==> src/rtl/bmdma_pkg.sv <==
package bmdma_pkg;
  localparam int OFS_CMD  = 0;
  localparam int OFS_STAT = 2;
  localparam int OFS_PTR  = 4;
  localparam int CMD_START = 0;
  localparam int CMD_TOMEM = 3;
  localparam int ST_ACTIVE = 0;
  localparam int ST_ERR    = 1;
  localparam int ST_INTR   = 2;
  localparam int DESC_LAST = 31;

  typedef enum logic [1:0] {SEL_DESC0, SEL_DESC1, SEL_BUF} addrSel_e;

  typedef struct packed {
    logic     setActive;
    logic     clrActive;
    logic     setErr;
    logic     loadAddr;
    logic     loadCnt;
    logic     stepByte;
    logic     advPtr;
    logic     latchIn;
    logic     latchMem;
    addrSel_e addrSel;
  } dpCtl_t;
endpackage

==> src/rtl/bmdma_ctrl.sv <==
module bmdma_ctrl
  import bmdma_pkg::*;
(
  input  logic   clk,
  input  logic   rstN,
  input  logic   startRise,
  input  logic   stopReq,
  input  logic   dirToMem,
  input  logic   lastByte,
  input  logic   lastDesc,
  input  logic   memAck,
  input  logic   memErr,
  input  logic   devInValid,
  input  logic   devOutReady,
  output dpCtl_t ctl,
  output logic   memReq,
  output logic   memWe,
  output logic   devInReady,
  output logic   devOutValid
);
  typedef enum logic [2:0] {S_IDLE, S_DESC0, S_DESC1, S_DEV_IN, S_MEM_WR, S_MEM_RD, S_DEV_OUT} state_e;
  state_e st, nxt;
  logic byteDone;

  always_ff @(posedge clk) begin
    if (!rstN) st <= S_IDLE;
    else       st <= nxt;
  end

  always_comb begin
    ctl = '0;
    ctl.addrSel = SEL_BUF;
    nxt = st;
    memReq = 1'b0;
    memWe = 1'b0;
    devInReady = 1'b0;
    devOutValid = 1'b0;
    byteDone = 1'b0;
    case (st)
      S_IDLE: if (startRise) begin
        ctl.setActive = 1'b1;
        nxt = S_DESC0;
      end
      S_DESC0: begin
        memReq = 1'b1;
        ctl.addrSel = SEL_DESC0;
        if (memAck) begin
          ctl.loadAddr = 1'b1;
          nxt = S_DESC1;
        end
      end
      S_DESC1: begin
        memReq = 1'b1;
        ctl.addrSel = SEL_DESC1;
        if (memAck) begin
          ctl.loadCnt = 1'b1;
          nxt = dirToMem ? S_DEV_IN : S_MEM_RD;
        end
      end
      S_DEV_IN: begin
        devInReady = 1'b1;
        if (devInValid) begin
          ctl.latchIn = 1'b1;
          nxt = S_MEM_WR;
        end
      end
      S_MEM_WR: begin
        memReq = 1'b1;
        memWe = 1'b1;
        byteDone = memAck;
      end
      S_MEM_RD: begin
        memReq = 1'b1;
        if (memAck) begin
          ctl.latchMem = 1'b1;
          nxt = S_DEV_OUT;
        end
      end
      S_DEV_OUT: begin
        devOutValid = 1'b1;
        byteDone = devOutReady;
      end
      default: nxt = S_IDLE;
    endcase

    if (byteDone) begin
      ctl.stepByte = 1'b1;
      if (!lastByte) nxt = dirToMem ? S_DEV_IN : S_MEM_RD;
      else if (lastDesc) begin
        ctl.clrActive = 1'b1;
        nxt = S_IDLE;
      end else begin
        ctl.advPtr = 1'b1;
        nxt = S_DESC0;
      end
    end

    if (memReq && memErr) begin
      ctl = '0;
      ctl.addrSel = SEL_BUF;
      ctl.setErr = 1'b1;
      ctl.clrActive = 1'b1;
      nxt = S_IDLE;
    end

    if (stopReq && st != S_IDLE) begin
      ctl.setErr = 1'b0;
      ctl.clrActive = 1'b1;
      nxt = S_IDLE;
    end
  end
endmodule

==> src/rtl/bmdma_datapath.sv <==
module bmdma_datapath
  import bmdma_pkg::*;
#(
  parameter int AW = 32,
  parameter int CNT_W = 16
) (
  input  logic          clk,
  input  logic          rstN,
  input  logic          regWe,
  input  logic [2:0]    regAddr,
  input  logic [31:0]   regWdata,
  output logic [31:0]   regRdata,
  input  dpCtl_t        ctl,
  input  logic [31:0]   memRdata,
  input  logic [7:0]    devInData,
  input  logic          devDone,
  output logic [AW-1:0] memAddr,
  output logic [7:0]    memWdata,
  output logic [7:0]    devOutData,
  output logic          startRise,
  output logic          stopReq,
  output logic          dirToMem,
  output logic          lastByte,
  output logic          lastDesc,
  output logic          active,
  output logic          err,
  output logic          intr,
  output logic [AW-1:0] ptr
);
  localparam int REM_W = CNT_W + 1;

  logic             startBit;
  logic [AW-1:0]    bufAddr;
  logic [REM_W-1:0] remain;
  logic [7:0]       dataByte;
  logic [CNT_W-1:0] rawCnt;
  logic             cmdWr, statWr, ptrWr;

  assign cmdWr  = regWe && (regAddr == 3'(OFS_CMD));
  assign statWr = regWe && (regAddr == 3'(OFS_STAT));
  assign ptrWr  = regWe && (regAddr == 3'(OFS_PTR));
  assign startRise = cmdWr && regWdata[CMD_START] && !startBit;
  assign stopReq   = cmdWr && !regWdata[CMD_START];
  assign rawCnt    = {memRdata[CNT_W-1:1], 1'b0};
  assign lastByte  = (remain == REM_W'(1));

  always_ff @(posedge clk) begin
    if (!rstN) begin
      startBit <= 1'b0;
      dirToMem <= 1'b0;
      active   <= 1'b0;
      err      <= 1'b0;
      intr     <= 1'b0;
      ptr      <= '0;
      bufAddr  <= '0;
      remain   <= '0;
      lastDesc <= 1'b0;
      dataByte <= '0;
    end else begin
      if (cmdWr) begin
        startBit <= regWdata[CMD_START];
        if (!active) dirToMem <= regWdata[CMD_TOMEM];
      end
      if (ctl.clrActive)      active <= 1'b0;
      else if (ctl.setActive) active <= 1'b1;
      if (ctl.setErr)                   err <= 1'b1;
      else if (statWr && regWdata[ST_ERR]) err <= 1'b0;
      if (devDone)                        intr <= 1'b1;
      else if (statWr && regWdata[ST_INTR]) intr <= 1'b0;
      if (ptrWr && !active) ptr <= regWdata[AW-1:0];
      else if (ctl.advPtr)  ptr <= ptr + AW'(8);
      if (ctl.loadAddr) bufAddr <= memRdata[AW-1:0];
      else if (ctl.stepByte) bufAddr <= bufAddr + AW'(1);
      if (ctl.loadCnt) begin
        remain   <= (rawCnt == '0) ? {1'b1, {CNT_W{1'b0}}} : {1'b0, rawCnt};
        lastDesc <= memRdata[DESC_LAST];
      end else if (ctl.stepByte) remain <= remain - REM_W'(1);
      if (ctl.latchIn)       dataByte <= devInData;
      else if (ctl.latchMem) dataByte <= memRdata[7:0];
    end
  end

  always_comb begin
    case (ctl.addrSel)
      SEL_DESC0: memAddr = ptr;
      SEL_DESC1: memAddr = ptr + AW'(4);
      default:   memAddr = bufAddr;
    endcase
  end

  assign memWdata   = dataByte;
  assign devOutData = dataByte;

  always_comb begin
    case (regAddr)
      3'(OFS_CMD):  regRdata = {28'd0, dirToMem, 2'd0, startBit};
      3'(OFS_STAT): regRdata = {29'd0, intr, err, active};
      3'(OFS_PTR):  regRdata = 32'(ptr);
      default:      regRdata = '0;
    endcase
  end
endmodule

==> src/rtl/bmdma_engine.sv <==
module bmdma_engine
  import bmdma_pkg::*;
#(
  parameter int AW = 32,
  parameter int CNT_W = 16
) (
  input  logic          clk,
  input  logic          rstN,
  input  logic          regWe,
  input  logic [2:0]    regAddr,
  input  logic [31:0]   regWdata,
  output logic [31:0]   regRdata,
  output logic          memReq,
  output logic          memWe,
  output logic [AW-1:0] memAddr,
  output logic [7:0]    memWdata,
  input  logic [31:0]   memRdata,
  input  logic          memAck,
  input  logic          memErr,
  input  logic          devInValid,
  input  logic [7:0]    devInData,
  output logic          devInReady,
  output logic          devOutValid,
  output logic [7:0]    devOutData,
  input  logic          devOutReady,
  input  logic          devDone,
  output logic          irq
);
  dpCtl_t        ctl;
  logic          startRise, stopReq, dirToMem, lastByte, lastDesc;
  logic          dpActive, dpErr, dpIntr;
  logic [AW-1:0] dpPtr;

  bmdma_ctrl u_ctrl (
    .clk(clk), .rstN(rstN), .startRise(startRise), .stopReq(stopReq),
    .dirToMem(dirToMem), .lastByte(lastByte), .lastDesc(lastDesc),
    .memAck(memAck), .memErr(memErr), .devInValid(devInValid),
    .devOutReady(devOutReady), .ctl(ctl), .memReq(memReq), .memWe(memWe),
    .devInReady(devInReady), .devOutValid(devOutValid)
  );

  bmdma_datapath #(.AW(AW), .CNT_W(CNT_W)) u_dp (
    .clk(clk), .rstN(rstN), .regWe(regWe), .regAddr(regAddr),
    .regWdata(regWdata), .regRdata(regRdata), .ctl(ctl), .memRdata(memRdata),
    .devInData(devInData), .devDone(devDone), .memAddr(memAddr),
    .memWdata(memWdata), .devOutData(devOutData), .startRise(startRise),
    .stopReq(stopReq), .dirToMem(dirToMem), .lastByte(lastByte),
    .lastDesc(lastDesc), .active(dpActive), .err(dpErr), .intr(dpIntr),
    .ptr(dpPtr)
  );

  assign irq = dpIntr;
endmodule

==> config.mk <==
export PLATFORM = sky130hd
export DESIGN_NAME = bmdma_engine
export DESIGN_NICKNAME = d
export VERILOG_FILES = /design/src/rtl/bmdma_pkg.sv /design/src/rtl/bmdma_ctrl.sv /design/src/rtl/bmdma_datapath.sv /design/src/rtl/bmdma_engine.sv
export SDC_FILE = /design/constraint.sdc
export NUM_CORES = 1
export LEC_CHECK = 0
export BUFFER_PORTS_ARGS = -buffer_cell sky130_fd_sc_hd__buf_4
export CORE_MARGIN = 8
export CORE_UTILIZATION = 59
export DETAILED_ROUTE_END_ITERATION = 10
export PLACE_DENSITY = 0.86
export SYNTH_ARGS = -nofsm -noshare
export SYNTH_HDL_FRONTEND = slang
export SYNTH_HIERARCHICAL = 1
export SYNTH_SLANG_ARGS = --single-unit
==> constraint.sdc <==
create_clock -name clk -period 7.12 [get_ports clk]
set_input_delay 0.356 -clock clk [delete_from_list [all_inputs] [get_ports clk]]
set_output_delay 0.356 -clock clk [all_outputs]
set_load 0.05 [all_outputs]
==> reports/results.ini, run 1 <==
[run_status]
status = complete, no violations

[timing]
min_period_over_period_pct = 55.2
setup_viol = 0
rsz0062_at_grt = false
relSlewSlack_pct = 26.6
tns_ns = 0
hold_viol = 0
slew_viol_final = 0
max_clock_freq_ghz = 0.255
timing.hold.ws_ns = 0.207
min_period_ns = 3.93
worstMarginPinSlew_ns = 1.09
skew_ns = 0.00845

[worst_hold_path]
min_path_type = input pin to register
min_from = devDone

[finish]
seq_area_sq_um = 1960
fin_nets = 1108
fillers = 988
drive_above_1_share_pct = 22.0
multiInputGateArea_sq_um = 4580
antenna_cells = 0
syn2layout_area_growth_pct = 19.4

[setup_path]
crit_end = memAddr[26]
crit_family = simple AND/OR/NAND/NOR gates
critPathKind = register to primary output
end_kind = primary output
cp-startpoint = u_ctrl/st[1]$_SDFFE_PP0P_
r2r_setup_slack_ns = 3.28
path_depth = 7
cp-start-kind = register
arrival_ns = 3.57
worst_path_largest_cell_delay_ns = 0.80
r2r-start = u_dp/remain[4]$_SDFFE_PN0P_
crit_buf_inv = 1
regToRegEndpoint = u_dp/ptr[22]$_SDFFE_PN0P_
cp.required_ns = 6.76
worst_path_max_delay_cell = dfxtp_1
critical_path.max_fanout = 21
path_common_cell = or4_1
path_cells = nand2_1 -> nor2_1 -> nand4_4 -> or4_1 -> or4_1 -> a31oi_1 -> buf_4
r2r_cells = 10

[run]
drv_cap = 0

[yosys]
ys_seq_area_share_pct = 27.9
netlist_top_cells_area = dfxtp_1 (28%), o21ai_0 (5.3%), nor2_1 (4.3%)
synth_cell_type_count = 75
synth-simple-area-share_pct = 33.4
synth_compound_area_share_pct = 20.3
synth_top_family_by_area = simple AND/OR/NAND/NOR gates
synthesis.area_sq_um = 7030
synth_nets = 1006
ys_ff_latch = 98
ys.flop_type = dfxtp_1
yosysTopAreaCell = dfxtp_1
synth_xor_area_share_pct = 6.36
synth_top_area_share_pct = 27.9
ys_warn_count = 6
synth_edf_count = 0
synthAdderAreaFrac_pct = 0.890
synthCells = 918
synth_area_per_cell_sq_um = 7.65
async_flop_share_pct = 0
muxShareOfSynthArea_pct = 4.10

[die]
num_rows = 40
initial_core_util_pct = 59.5
die_area_sq_um = 15700
die_w_um = 125
die_h_um = 125
core_area_sq_um = 11800
boundaryPins = 168

[placement]
place.gp.congestion = 0.958
io_buffers = 167
hpwl_um = 16300

[cts]
path_clk_slew_ns = 0.07
clkLatencyLatePin_ns = 0.36
cts_tree = built
clk_path_buf_depth = 2
holdBufCountCts = 0
h-tree-depth = 3
cts_sinks = 98
cts_resized = 0
cts_buffers = 9
cts_setup_buffers = 0
clock-root-buffer = clkbuf_16

[power]
powerDensity_nw_per_um2 = 166
p_total_mw = 1.39
vdd_ir_drop_max_mv = 0.166
leakagePower_nw = 3.15

[grt]
antenna_found_initial = 0
grt_pass1_wl_um = 36000
grt_pass1_vias = 7126
grt-ovfl-total = 0
grt_max_degree = 62
grt_usage_pct = 27.5

[drt]
routed_wl_um = 22400
route.detailed.drc = 0
first_pass_iters = 7
vias = 7615
drtAntennaViolNets = 0
post_drt_via_cell_ratio = 6.50
post_drt_wl_per_cell_um = 19.1
drt_iter0_markers = 956

power breakdown:
part | switching (mW) | total [mW] | internal, mW
registers | 0.0372 | 0.605 | 0.567
logic | 0.177 | 0.285 | 0.108
clock network | 0.230 | 0.505 | 0.274
total | 0.444 | 1.39 | 0.950
worst min-delay path by stage:
stage | end | cells past startpoint | slack, ns
floorplan | u_dp/err$_SDFFE_PN0P_ | 2 | 0.45
global placement | u_dp/err$_SDFFE_PN0P_ | 2 | 0.46
detailed placement | u_dp/err$_SDFFE_PN0P_ | 2 | 0.48
CTS | u_dp/intr$_SDFFE_PN0P_ | 3 | 0.20
global route | u_dp/intr$_SDFFE_PN0P_ | 3 | 0.22
finish | u_dp/intr$_SDFFE_PN0P_ | 3 | 0.21
state kept, by name (all words and copies together), names as in the netlist:
| signal | count |
|---|---|
| u_dp/intr | 1 |
| u_dp/remain | 17 |
| u_dp/active | 1 |
| u_dp/lastDesc | 1 |
| u_ctrl/st | 3 |
| u_dp/ptr | 32 |
| u_dp/startBit | 1 |
| u_dp/dirToMem | 1 |
| u_dp/err | 1 |
| u_dp/devOutData | 8 |
| u_dp/bufAddr | 32 |
metrics by stage:
stage | worst slack (ns) | area, sq um | std cells | utilization [%]
after CTS | 3.21 | 8390 | 1172 | 71.1
after detailed placement | 3.38 | 8090 | 1156 | 68.5
after global routing | 2.93 | 8390 | 1172 | 71.1
after floorplan | 3.46 | 7030 | 918 | -
final | 3.19 | 8390 | 1172 | 71.1
after global placement | 3.52 | 8090 | 1156 | 68.5
cell usage in the layout (no fill, tap or decap), types with 5 or more instances in the layout:
cell type and count:
nand4_1 36, o21ai_0 74, o31ai_1 13, xnor2_1 28, nor3_1 18, a211oi_1 13
nor3b_1 9, and3_1 12, a31oi_1 34, or3_1 22, and4_1 16, a311oi_1 11
or4_1 25, or3b_2 5, nor4_1 20, and2_1 33, or4b_2 5, dfxtp_1 98
a21oi_1 44, buf_4 174, ha_1 5, nand3_1 25, xor2_1 23, nand2_1 70
inv_1 13, o211ai_1 9, nor2_1 80, mux2i_1 24, clkbuf_16 9
cells by family after synthesis:
kind of cell / count (synthesis)
flip-flops: 98
multiplexers: 28
buffers and inverters: 99
XOR/XNOR: 51
adder cells (fa/ha/maj): 5
AND/OR/NAND/NOR: 410
AO/OA/AOI/OAI: 227
metal layers:
layer | global-route usage (%) | up-vias | routed length [um]
met1 | 34.9 | 3530 | 9590
met4 | 10.5 | 0 | 581
met2 | 44.2 | 413 | 10300
met3 | 6.42 | 53 | 1910
met5 | 0 | - | 0
li1 | - | 3619 | -
cell usage after synthesis, drive strengths merged (18+ instances only):
| library cell | instances |
|---|---|
| nor4 | 23 |
| and2 | 35 |
| dfxtp | 98 |
| nor3 | 18 |
| mux2i | 25 |
| nor2 | 80 |
| or4 | 25 |
| a21oi | 44 |
| xor2 | 23 |
| xnor2 | 28 |
| nand2 | 70 |
| nand3 | 26 |
| or3 | 22 |
| o21ai | 77 |
| a31oi | 34 |
| clkbuf | 58 |
| buf | 24 |
| nand4 | 37 |
final cells by class:
type / instances / area share, %
flip-flops and latches: 98 / 23.4
well taps: 147 / 2.19
multi-input cells: 721 / 54.6
repair buffers: 174 / 15.6
clock inverters: 7 / 0.894
clock buffers: 9 / 2.68
inverters: 16 / 0.716
worst reg2reg max path, stage by stage (launching register included):
cell      delay, ns
dfxtp_1        0.37
nor4_1         0.65
nand4b_1       0.27
nor3_1         0.39
inv_1          0.12
nor4_2         0.29
buf_4          0.22
nand4_1        0.21
or4_1          0.59
or3_1          0.36
a311oi_1       0.27
(Power assumes the default switching activity.)
==> run 2, diff against run 1 <==
- CORE_UTILIZATION: 59 -> 55
- PLACE_DENSITY: 0.86 -> 0.81
- clock period: 7.12 -> 4.1 ns (I/O delays scaled with it)
==> reports/results.ini, run 2 (synthesis gave the netlist of run 1 again) <==
[cts]
path_clk_slew_ns = 0.06
cts_resized = 0
clkLatencyLatePin_ns = 0.35
cts_setup_buffers = 0
clock-root-buffer = clkbuf_16
holdBufCountCts = 0
cts_buffers = 9
cts_sinks = 98
cts_tree = built
h-tree-depth = 3
clk_path_buf_depth = 2

[power]
pwr-share-clk_pct = 33.4
vdd_ir_drop_max_mv = 0.228
swShare_pct = 32.0
p_int_mw = 1.58
p_comb_share_pct = 21.8
switchingPower_uw = 745
powerDensity_nw_per_um2 = 277
p_total_mw = 2.33
leakagePower_nw = 3.17
share_seq_of_total_power_pct = 44.8

[worst_hold_path]
min_from = devDone
min_path_type = input pin to register

[finish]
design_area_sq_um = 8410
multiInputGateArea_sq_um = 4580
final_util_pct = 66.9
instances_no_fill = 1201
drive_above_1_share_pct = 22.1
syn2layout_area_growth_pct = 19.7
seq_area_sq_um = 1960
reg.largest.list = u_dp/bufAddr: 32 flops, u_dp/ptr: 32 flops, u_dp/remain: 17 flops
fillers = 1137
final_common_cell = buf_4
fin_nets = 1113
layout_common_cells = buf_4 (179), dfxtp_1 (98), nor2_1 (80), o21ai_0 (74), nand2_1 (70)
antenna_cells = 0

[grt]
grt_usage_pct = 26.4
grt_max_degree = 60
grt_pass1_wl_um = 35800
grt-ovfl-total = 0
antenna_found_initial = 0
grt_pass1_vias = 7109

[die]
num_rows = 41
core_area_sq_um = 12600
die_h_um = 129
die_w_um = 129
die_area_sq_um = 16600
boundaryPins = 168
initial_core_util_pct = 55.9

[timing]
timing.hold.ws_ns = 0.0603
tns_ns = 0
relSlewSlack_pct = 39.7
min_period_over_period_pct = 89.3
rsz0062_at_grt = false
layout_setup_ws_ns = 0.437
setup_viol = 0
slew_viol_final = 0
skew_ns = 0.00630
max_clock_freq_ghz = 0.273
hold_viol = 0
worstMarginPinSlew_ns = 0.904
min_period_ns = 3.66

[setup_path]
critical_path.max_fanout = 17
r2r-start = u_dp/remain[0]$_SDFFE_PN0P_
cp.required_ns = 3.89
cp-startpoint = u_ctrl/st[2]$_SDFFE_PP0P_
arrival_ns = 3.46
critPathKind = register to primary output
cp-start-kind = register
end_kind = primary output

[run_status]
status = complete, no violations

[drt]
route.detailed.drc = 0
vias = 7525
first_pass_iters = 6
post_drt_via_cell_ratio = 6.27
post_drt_wl_per_cell_um = 18.8
drtAntennaViolNets = 0
drt_iter0_markers = 647
routed_wl_um = 22500

[placement]
placedCellCount = 1186
hpwl_um = 16400
placed_area_sq_um = 8160
place_ws_ns = 0.687
io_buffers = 167
place.gp.congestion = 0.937

[run]
drv_cap = 0

-- run 2: final timing paths --
path | end | slack, ns | cells after the start
worst max-delay path | memAddr[30] | 0.44 | 8
worst min-delay path | u_dp/intr$_SDFFE_PN0P_ | 0.06 | 3
worst max register to register | u_dp/ptr[22]$_SDFFE_PN0P_ | 0.57 | 9
worst min register to register | u_dp/err$_SDFFE_PN0P_ | 0.49 | 2
-- run 2: critical path, stage by stage (launching register included) --
cell and delay (ns):
dfxtp_1 0.49, nor2_1 0.26, nand2_1 0.11, nor2_1 0.42, nand4_4 0.19, or4_1 0.69, or4_1 0.54, a31oi_1 0.17
buf_4 0.23
-- run 2: cell type report --
cell class / instances / share of cell area (%)
repair buffers: 179 / 16.0
inverters: 16 / 0.714
well taps: 172 / 2.56
multi-input cells: 721 / 54.4
flip-flops and latches: 98 / 23.3
clock buffers: 11 / 2.77
clock inverters: 4 / 0.238
-- run 2: power by group through the flow --
stage	logic (mW)	registers [mW]	clock network [mW]
floorplan	0.342	1.04	0
global placement	0.495	1.06	0
detailed placement	0.502	1.06	0
CTS	0.504	1.04	0.785
global route	0.543	1.05	0.823
finish	0.507	1.04	0.778
-- run 2: per-layer routing --
| layer | vias up | routed length (um) | global-route usage (%) |
|---|---|---|---|
| met5 | - | 0 | 0 |
| met2 | 306 | 10400 | 43.1 |
| met3 | 46 | 1740 | 5.79 |
| met1 | 3542 | 9750 | 32.4 |
| met4 | 0 | 648 | 12.4 |
| li1 | 3631 | - | - |
